**src/rtl/pll_seq_pkg.sv**
```systemverilog
package pll_seq_pkg;

  typedef struct packed {
    logic latchReq;
    logic setSlow;
    logic clrSlow;
    logic setRst;
    logic clrRst;
    logic wrFields;
    logic cntClr;
  } seq_strobe_t;

  typedef enum logic [2:0] {
    ST_IDLE,
    ST_RSTON,
    ST_WRITE,
    ST_HOLD,
    ST_WAITLK
  } seq_state_t;

endpackage

```
**src/rtl/pll_seq_dp.sv**
```systemverilog
module pll_seq_dp
  import pll_seq_pkg::*;
#(
  parameter int NR_W     = 6,
  parameter int NF_W     = 13,
  parameter int NO_W     = 5,
  parameter int NOF_W    = 4,
  parameter int BW_W     = 12,
  parameter int CNT_W    = 16,
  parameter int REF_MHZ  = 24,
  parameter int VCO_MIN  = 440,
  parameter int VCO_MAX  = 2200,
  parameter int OUT_MIN  = 30,
  parameter int OUT_MAX  = 2200,
  parameter int HOLD_CYC = 2500
) (
  input  logic              clk,
  input  logic              rstN,
  input  seq_strobe_t       stb,
  input  logic [NR_W-1:0]   reqNr,
  input  logic [NF_W-1:0]   reqNf,
  input  logic [NO_W-1:0]   reqNo,
  input  logic              reqBwAdj,
  output logic              reqOk,
  output logic [CNT_W-1:0]  cnt,
  output logic              slowQ,
  output logic              rstQ,
  output logic [NR_W-1:0]   nrEnc,
  output logic [NOF_W-1:0]  noEnc,
  output logic [NF_W-1:0]   nfEnc,
  output logic [BW_W-1:0]   bwEnc
);

  localparam int NO_MAX = 1 << NOF_W;

  logic [NR_W-1:0] lNr;
  logic [NF_W-1:0] lNf;
  logic [NO_W-1:0] lNo;
  logic            lBw;

  logic [31:0] fRef, nrX, nrNoX;
  logic        noOk, rangeOk;

  always_comb begin
    fRef    = 32'(reqNf) * 32'(REF_MHZ);
    nrX     = 32'(reqNr);
    nrNoX   = 32'(reqNr) * 32'(reqNo);
    noOk    = (reqNo == NO_W'(1)) ||
              ((reqNo != '0) && !reqNo[0] && (32'(reqNo) <= 32'(NO_MAX)));
    rangeOk = (reqNr != '0) &&
              (fRef >= 32'(VCO_MIN) * nrX) && (fRef <= 32'(VCO_MAX) * nrX) &&
              (fRef >= 32'(OUT_MIN) * nrNoX) && (fRef <= 32'(OUT_MAX) * nrNoX);
    reqOk   = noOk && rangeOk;
  end

  always_ff @(posedge clk) begin
    if (!rstN) begin
      lNr <= '0; lNf <= '0; lNo <= '0; lBw <= 1'b0;
      slowQ <= 1'b0; rstQ <= 1'b0;
      nrEnc <= '0; noEnc <= '0; nfEnc <= '0; bwEnc <= '0;
      cnt <= '0;
    end else begin
      if (stb.latchReq) begin
        lNr <= reqNr; lNf <= reqNf; lNo <= reqNo; lBw <= reqBwAdj;
      end
      if (stb.setSlow)      slowQ <= 1'b1;
      else if (stb.clrSlow) slowQ <= 1'b0;
      if (stb.setRst)       rstQ <= 1'b1;
      else if (stb.clrRst)  rstQ <= 1'b0;
      if (stb.wrFields) begin
        nrEnc <= lNr - NR_W'(1);
        noEnc <= NOF_W'(lNo - NO_W'(1));
        nfEnc <= lNf - NF_W'(1);
        if (lBw) bwEnc <= BW_W'((lNf >> 1) - NF_W'(1));
      end
      cnt <= stb.cntClr ? '0 : cnt + CNT_W'(1);
    end
  end

  // Independent count of cycles since the last field write, for checking
  logic [CNT_W:0] sinceWr;
  always_ff @(posedge clk) begin
    if (!rstN)              sinceWr <= '0;
    else if (stb.wrFields)  sinceWr <= '0;
    else if (sinceWr != '1) sinceWr <= sinceWr + (CNT_W+1)'(1);
  end


  fields_under_reset_chk: assert property (@(posedge clk) disable iff (!rstN)
    !$stable({nrEnc, noEnc, nfEnc, bwEnc}) |-> rstQ);


  hold_length_chk: assert property (@(posedge clk) disable iff (!rstN)
    $fell(rstQ) |-> (sinceWr == (CNT_W+1)'(HOLD_CYC)));

endmodule

```
**src/rtl/pll_seq_ctrl.sv**
```systemverilog
module pll_seq_ctrl
  import pll_seq_pkg::*;
#(
  parameter int CNT_W    = 16,
  parameter int HOLD_CYC = 2500,
  parameter int LOCK_TMO = 50000
) (
  input  logic             clk,
  input  logic             rstN,
  input  logic             reqValid,
  input  logic             reqOk,
  input  logic             lock,
  input  logic [CNT_W-1:0] cnt,
  output seq_strobe_t      stb,
  output logic             busy,
  output logic             doneQ,
  output logic             errQ
);

  seq_state_t st, nxt;
  logic holdEnd, lockEnd;

  always_comb begin
    holdEnd = (cnt == CNT_W'(HOLD_CYC - 1));
    lockEnd = (cnt == CNT_W'(LOCK_TMO - 1));
    stb = '0;
    nxt = st;
    unique case (st)
      ST_IDLE: if (reqValid && reqOk) begin
        stb.latchReq = 1'b1;
        stb.setSlow  = 1'b1;
        nxt = ST_RSTON;
      end
      ST_RSTON: begin
        stb.setRst = 1'b1;
        nxt = ST_WRITE;
      end
      ST_WRITE: begin
        stb.wrFields = 1'b1;
        stb.cntClr   = 1'b1;
        nxt = ST_HOLD;
      end
      ST_HOLD: if (holdEnd) begin
        stb.clrRst = 1'b1;
        stb.cntClr = 1'b1;
        nxt = ST_WAITLK;
      end
      ST_WAITLK: begin
        if (lock) begin
          stb.clrSlow = 1'b1;
          nxt = ST_IDLE;
        end else if (lockEnd) begin
          nxt = ST_IDLE;
        end
      end
      default: nxt = ST_IDLE;
    endcase
  end

  always_ff @(posedge clk) begin
    if (!rstN) begin
      st    <= ST_IDLE;
      doneQ <= 1'b0;
      errQ  <= 1'b0;
    end else begin
      st    <= nxt;
      doneQ <= (st == ST_WAITLK) && lock;
      errQ  <= ((st == ST_IDLE) && reqValid && !reqOk) ||
               ((st == ST_WAITLK) && !lock && lockEnd);
    end
  end

  assign busy = (st != ST_IDLE);


  single_outcome_chk: assert property (@(posedge clk) disable iff (!rstN)
    (doneQ || errQ) |-> !(doneQ && errQ) && !busy);

endmodule

```
**src/rtl/pll_reprog_seq.sv**
```systemverilog
module pll_reprog_seq
  import pll_seq_pkg::*;
#(
  parameter int NR_W     = 6,
  parameter int NF_W     = 13,
  parameter int NO_W     = 5,
  parameter int NOF_W    = 4,
  parameter int BW_W     = 12,
  parameter int HOLD_CYC = 2500,
  parameter int LOCK_TMO = 50000
) (
  input  logic             clk,
  input  logic             rstN,
  input  logic             reqValid,
  input  logic [NR_W-1:0]  reqNr,
  input  logic [NF_W-1:0]  reqNf,
  input  logic [NO_W-1:0]  reqNo,
  input  logic             reqBwAdj,
  input  logic             pllLock,
  output logic             pllSlow,
  output logic             pllReset,
  output logic [NR_W-1:0]  nrField,
  output logic [NOF_W-1:0] noField,
  output logic [NF_W-1:0]  nfField,
  output logic [BW_W-1:0]  bwField,
  output logic             busy,
  output logic             done,
  output logic             err
);

  localparam int CNT_MAX = (HOLD_CYC > LOCK_TMO) ? HOLD_CYC : LOCK_TMO;
  localparam int CNT_W   = $clog2(CNT_MAX + 1);

  seq_strobe_t      stb;
  logic             reqOk;
  logic [CNT_W-1:0] cnt;

  pll_seq_ctrl #(.CNT_W(CNT_W), .HOLD_CYC(HOLD_CYC), .LOCK_TMO(LOCK_TMO)) u_ctrl (
    .clk(clk), .rstN(rstN), .reqValid(reqValid), .reqOk(reqOk), .lock(pllLock),
    .cnt(cnt), .stb(stb), .busy(busy), .doneQ(done), .errQ(err)
  );

  pll_seq_dp #(.NR_W(NR_W), .NF_W(NF_W), .NO_W(NO_W), .NOF_W(NOF_W), .BW_W(BW_W),
               .CNT_W(CNT_W), .HOLD_CYC(HOLD_CYC)) u_dp (
    .clk(clk), .rstN(rstN), .stb(stb), .reqNr(reqNr), .reqNf(reqNf), .reqNo(reqNo),
    .reqBwAdj(reqBwAdj), .reqOk(reqOk), .cnt(cnt), .slowQ(pllSlow), .rstQ(pllReset),
    .nrEnc(nrField), .noEnc(noField), .nfEnc(nfField), .bwEnc(bwField)
  );


  normal_after_lock_chk: assert property (@(posedge clk) disable iff (!rstN)
    $fell(pllSlow) |-> $past(pllLock) && done);


  err_keeps_mux_chk: assert property (@(posedge clk) disable iff (!rstN)
    err |-> $stable(pllSlow) && $stable(pllReset));


  accept_goes_slow_chk: assert property (@(posedge clk) disable iff (!rstN)
    $rose(busy) |-> pllSlow && !pllReset);

endmodule

```
**config.mk**
```make
export PLATFORM = sky130hd
export DESIGN_NAME = pll_reprog_seq
export DESIGN_NICKNAME = d
export VERILOG_FILES = /design/src/rtl/pll_seq_pkg.sv /design/src/rtl/pll_seq_dp.sv /design/src/rtl/pll_seq_ctrl.sv /design/src/rtl/pll_reprog_seq.sv
export SDC_FILE = /design/constraint.sdc
export NUM_CORES = 1
export LEC_CHECK = 0
export ABC_AREA = 0
export CAP_MARGIN = 20
export CORE_MARGIN = 8
export CORE_UTILIZATION = 50
export CTS_CLUSTER_DIAMETER = 150
export DETAILED_ROUTE_END_ITERATION = 10
export DONT_BUFFER_PORTS = 1
export SLEW_MARGIN = 20
export SYNTH_ARGS = -nofsm -noshare
export SYNTH_HDL_FRONTEND = slang
export SYNTH_SLANG_ARGS = --single-unit
```
**constraint.sdc**
```tcl
create_clock -name clk -period 13.25 [get_ports clk]
set_clock_uncertainty 0.05 [all_clocks]
set_input_delay 1.9875 -clock clk [delete_from_list [all_inputs] [get_ports clk]]
set_output_delay 1.9875 -clock clk [all_outputs]
set_load 0.05 [all_outputs]
```
==> results.cfg, run 1 <==
[timing]
layout_min_cycle_time_ps = 10300
setup_violations = 0
drv_slew = 0
hold_violations = 0
tns_ps = 0
worst_slew_pin_slew_ps = 793
max_slew_margin_pct = 47.2
layout_setup_ws_ps = 2950
fin_crit_sh_pct = 77.7
fmax_mhz = 97.1
rsz0062_at_grt = no

[critical_path]
critPathArrivalTime_ps = 10480
worstSetupStartpoint = reqNo[4]
start_kind = input port
crit_slowest_cell = fa_1
worst_r2r_path_depth = 7
rr_startpoint = u_dp.cnt[10]
slowest_delay_ps = 540
r2r-end = u_dp.cnt[12]
path_class = input port to register
crit_fanout = 25
r2r_slack_ps = 10740
cpMostUsedCell = ha_1
crit_path_end_kind = register
crit_required_ps = 13430

[detailed_routing]
drtIter0Drc = 338
vias = 8037
routed_wl_mm = 23.1
via_per_inst = 5.41
firstDrtPassIters = 4
drc = 0
ant_nets = 0
routedWlPerCell_um = 15.6

[min_path]
min_to = u_dp.cnt[0]
min_from = u_dp.cnt[0]
hp-class = register to register
min_path_cells = 1

[placed_design]
place.port_buffers = 0
gp_congestion = 0.833
dpl-instance-area_mm2 = 0.0107
place_ws_ps = 2620
dp_hpwl_mm = 19.1

[global_route]
grt_overflow = 0
grt_pass1_wl_mm = 39.7
groute.usage.overall_pct = 18.3
first_global_vias = 8133
grt_max_degree = 92
antenna_found_initial = 0

[logic_synthesis]
synth_cell_types = 77
synth_fp_nets = 1510
ys_ff_latch = 82
synth_warnings = 0
syn_avg_cell_area_um2 = 8.58
synth-async-reset-ratio_pct = 0
syn_inst = 1220
synth_top_area_share_pct = 25.0
yosys-top-cells-area = ha_1 (25%), dfxtp_1 (16%), fa_1 (9.9%), inv_1 (5.4%), nand2_1 (5.2%)
yosysSeqAreaShare_pct = 15.7
synth-edff-count = 0
synthesis.area_mm2 = 0.0105
synth_ff_type = dfxtp_1
yosys.area.top_type = ha_1

[cells_and_area]
fillers = 1963
drive_gt1_share_pct = 3.96
area_growth_pct = 5.34
diodes = 0
final_util_pct = 53.1
nNetsFinal = 1496
final_area_mm2 = 0.0110

[floorplan]
io_pins = 69
die_w_um = 161
die-area_mm2 = 0.0258
design.core.area_mm2 = 0.0208
num_rows = 53
start_util_pct = 50.4
die_y_um = 161

[clock_tree]
cts.repair.resized = 0
cts_setup_buffers = 0
clockBufferDepth = 2
cts_sinks = 82
cts-root-buf = clkbuf_16
h-tree-depth = 3
cts_tree = built
holdBufCountCts = 0
clk_pin_slew_ps = 60
cts_buffers = 9
clock_latency_ps = 340

[flow_run]
max_cap_viol_count = 0

[status]
status = completed
-- flip-flops by register name, indices dropped and copies added (netlist names) --
register,count
u_dp.nrEnc,6
u_dp.nfEnc,13
u_dp.rstQ,1
u_dp.bwEnc,12
u_dp.noEnc,4
u_ctrl.errQ,1
u_dp.lNo,4
u_dp.lNf,13
u_dp.slowQ,1
u_dp.cnt,16
u_dp.lNr,6
u_ctrl.doneQ,1
u_dp.lBw,1
u_ctrl.st,3
-- area by class of cell --
type                    count  area [um2]  area share (%)
flip-flops and latches     82        1640            14.9
well taps                 275         344            3.12
clock buffers              10         239            2.17
multi-input cells         955        8100            73.4
inverters                 152         571            5.17
repair buffers              6        45.0           0.408
clock inverters             6        90.1           0.817
-- metal layers --
layer	part of all wire, %	vias up	routed length (um)	track usage (%)
li1	-	4161	-	-
met1	46	3751	10700	23.1
met2	49	109	11400	33.0
met3	3.2	16	741	1.89
met4	1.3	0	297	4.00
met5	0	-	0	0
-- synthesized netlist by cell type, drive strengths merged, types with 24 or more instances --
cell and instances:
ha 209, fa 52, mux2i 24, o21ai 38, and2 28, a21oi 60, nor2 52, o211a 37
inv 152, xnor2 46, xor2 47, a21o 24, nand2 146, dfxtp 82
-- critical path: cells and delay by family --
kind            cells  cell delay, ps
fa+ha+maj           9            3670
compound gates      9            1930
simple gates        7            1250
xor+xnor            3            1000
buf+inv             4             600
-- cell usage in the layout (no fill, tap or decap), types with 5 or more instances in the layout --
cell type	Yosys	routed
o21a_1	10	10
nand3_1	21	21
o31a_1	5	5
or3_1	5	5
and3_1	8	8
a211oi_1	7	7
o21bai_1	5	5
xnor2_1	46	46
ha_1	209	209
nand2b_1	12	12
nor2b_1	13	13
a21o_1	23	23
buf_4	0	6
nor2_1	52	51
or2_2	5	5
xor2_1	47	47
fa_1	52	52
a31oi_1	7	7
o21ai_0	34	34
mux2i_1	24	24
nand4_1	11	11
nor3_1	15	15
clkbuf_16	0	9
dfxtp_1	82	82
o211a_1	36	36
nand2_1	145	145
inv_1	151	151
and2_1	27	28
nor3b_1	7	7
nor4_1	6	6
a21oi_1	58	58
-- per-stage QoR --
step	std cells	hold WS, ps
2_1_floorplan	1220	363
3_3_place_gp	1470	381
3_5_place_dp	1470	387
4_1_cts	1486	412
5_1_grt	1486	439
6_report	1486	407
-- logic make-up after synthesis --
logic type	share of synthesized area [%]
and+or+nand+nor	16.9
buffers and inverters	7.08
DFF	15.7
adders and majority gates	34.9
muxes	2.29
AOI/OAI and AO/OA	15.4
xor gates and xnor gates	7.78
-- how the worst max path moves through the flow --
stage                             to  slack [ps]  depth (start not counted)
after CTS                 u_dp.slowQ        2920                         32
final                     u_dp.slowQ        2950                         32
after detailed placement  u_dp.slowQ        2620                         32
after floorplan           u_dp.slowQ        3420                         34
after global placement    u_dp.slowQ        2780                         32
after global routing      u_dp.slowQ        2470                         32
Power of run 1 is left out: the tool's default activity adds up to more than one toggle a clock period on the data nets, which glitch-free logic cannot reach.
==> run 2, diff against run 1 <==
Clock period 13.25 ns to 9.8 ns, I/O delays scaled along.
==> run 2 against run 1 <==
Critical path depth up 3. Utilization up 0.28 points. Highest routed layer unchanged. Critical endpoint is now u_dp.lNf[2]. Setup slack worse by 2400 ps. Sequential cell count unchanged. Routed wire length up 0.70%. Largest cell class unchanged.
==> results.cfg, run 2 (same netlist as run 1, synthesis figures left out) <==
[timing]
max_slew_margin_pct = 47.7
layout_min_cycle_time_ps = 9270
setup_violations = 0
fmax_mhz = 108
hold_violations = 0
rsz0062_at_grt = no
timing.hold.ws_ps = 389
worst_slew_pin_slew_ps = 780
drv_slew = 0
fin_crit_sh_pct = 94.6
tns_ps = 0

[cells_and_area]
nNetsFinal = 1503
largest_reg_flops = 16
mostFrequentLayoutCells = ha_1 (209), inv_1 (151), nand2_1 (145)
top_regs = u_dp.cnt: 16 flops, u_dp.lNf: 13 flops, u_dp.nfEnc: 13 flops
top_register = u_dp.cnt
area_growth_pct = 5.90
final_common_cell = ha_1
diodes = 0
drive_gt1_share_pct = 4.60

[clock_tree]
cts_tree = built
cts-root-buf = clkbuf_16
h-tree-depth = 3
clk_pin_slew_ps = 60
cts_setup_buffers = 0
cts_buffers = 9
clock_latency_ps = 330
clockBufferDepth = 2
cts_sinks = 82

[min_path]
hp-class = register to register

[flow_run]
max_cap_viol_count = 0

[floorplan]
num_rows = 53
io_pins = 69
start_util_pct = 50.4
die_w_um = 161
die-area_mm2 = 0.0258
design.core.area_mm2 = 0.0208
die_y_um = 161

[global_route]
groute.usage.overall_pct = 18.1
first_global_vias = 7982
antenna_found_initial = 0
grt_max_degree = 92
grt_overflow = 0
grt_pass1_wl_mm = 39.1

[critical_path]
crit_fanout = 25
slowest_delay_ps = 550
path_class = input port to register
crit_required_ps = 10020
crit_slowest_cell = fa_1
critPathArrivalTime_ps = 9490
crit_path_end_kind = register
r2r_slack_ps = 7220
start_kind = input port

[status]
status = completed

[detailed_routing]
routed_wl_mm = 23.3
drc = 0
firstDrtPassIters = 5
ant_nets = 0
drtIter0Drc = 403
routedWlPerCell_um = 15.6
via_per_inst = 5.38
vias = 8039

[placed_design]
dp_hpwl_mm = 19.4
place.port_buffers = 0
gp_congestion = 0.900
run 2: worst paths after layout:
kind,start,endpoint,cells past startpoint
worst max-delay path,reqNo[4],u_dp.lNf[2],35
worst min-delay path,u_dp.cnt[0],u_dp.cnt[0],1
worst max register to register,u_dp.cnt[10],u_dp.cnt[13],7
worst min register to register,u_dp.cnt[0],u_dp.cnt[0],1
run 2: critical path: cells and delay by family:
kind,cells,cell delay (ps)
and+or+nand+nor,6,1210
muxes,1,200
AOI/OAI and AO/OA,10,1770
buffers and inverters,7,710
xor gates and xnor gates,1,100
adders and majority gates,10,4020
run 2: timing repair:
item,CTS,global route
hold buffers,0,0
endpoints found under the setup margin,0,26
gates resized for setup,0,1
run 2: stage by stage:
stage | util (%) | instances | cell area (um2) | setup slack (ps)
2_1_floorplan | - | 1220 | 10500 | 486
3_3_place_gp | 51.9 | 1477 | 10800 | 307
3_5_place_dp | 51.9 | 1477 | 10800 | 92.3
4_1_cts | 53.4 | 1493 | 11100 | 431
5_1_grt | 53.4 | 1493 | 11100 | 23.8
6_report | 53.4 | 1493 | 11100 | 530
run 2: cell type report:
type                       instances  area, um2
tap                              275        344
clock inverter                     5       62.6
fill                            1976       9670
clock buffer                      11        253
sequential                        82       1640
multi-input combinational        955       8110
inverter                         152        571
timing repair buffer              13        110
run 2: routing by layer:
layer	wire [um]	global-route usage, %	vias up
met5	0	0	-
met4	486	5.09	0
met3	841	1.74	24
met2	11000	31.5	109
met1	11000	23.4	3719
li1	-	-	4187
Power of run 2 is left out for the same reason.
==> run 3, diff against run 2 <==
Settings changed: GPL_ROUTABILITY_DRIVEN set to 0.
==> results of run 3 <==
Final layout, timing and power as in run 2 (identical DEF).
Power of run 3 is left out for the same reason.
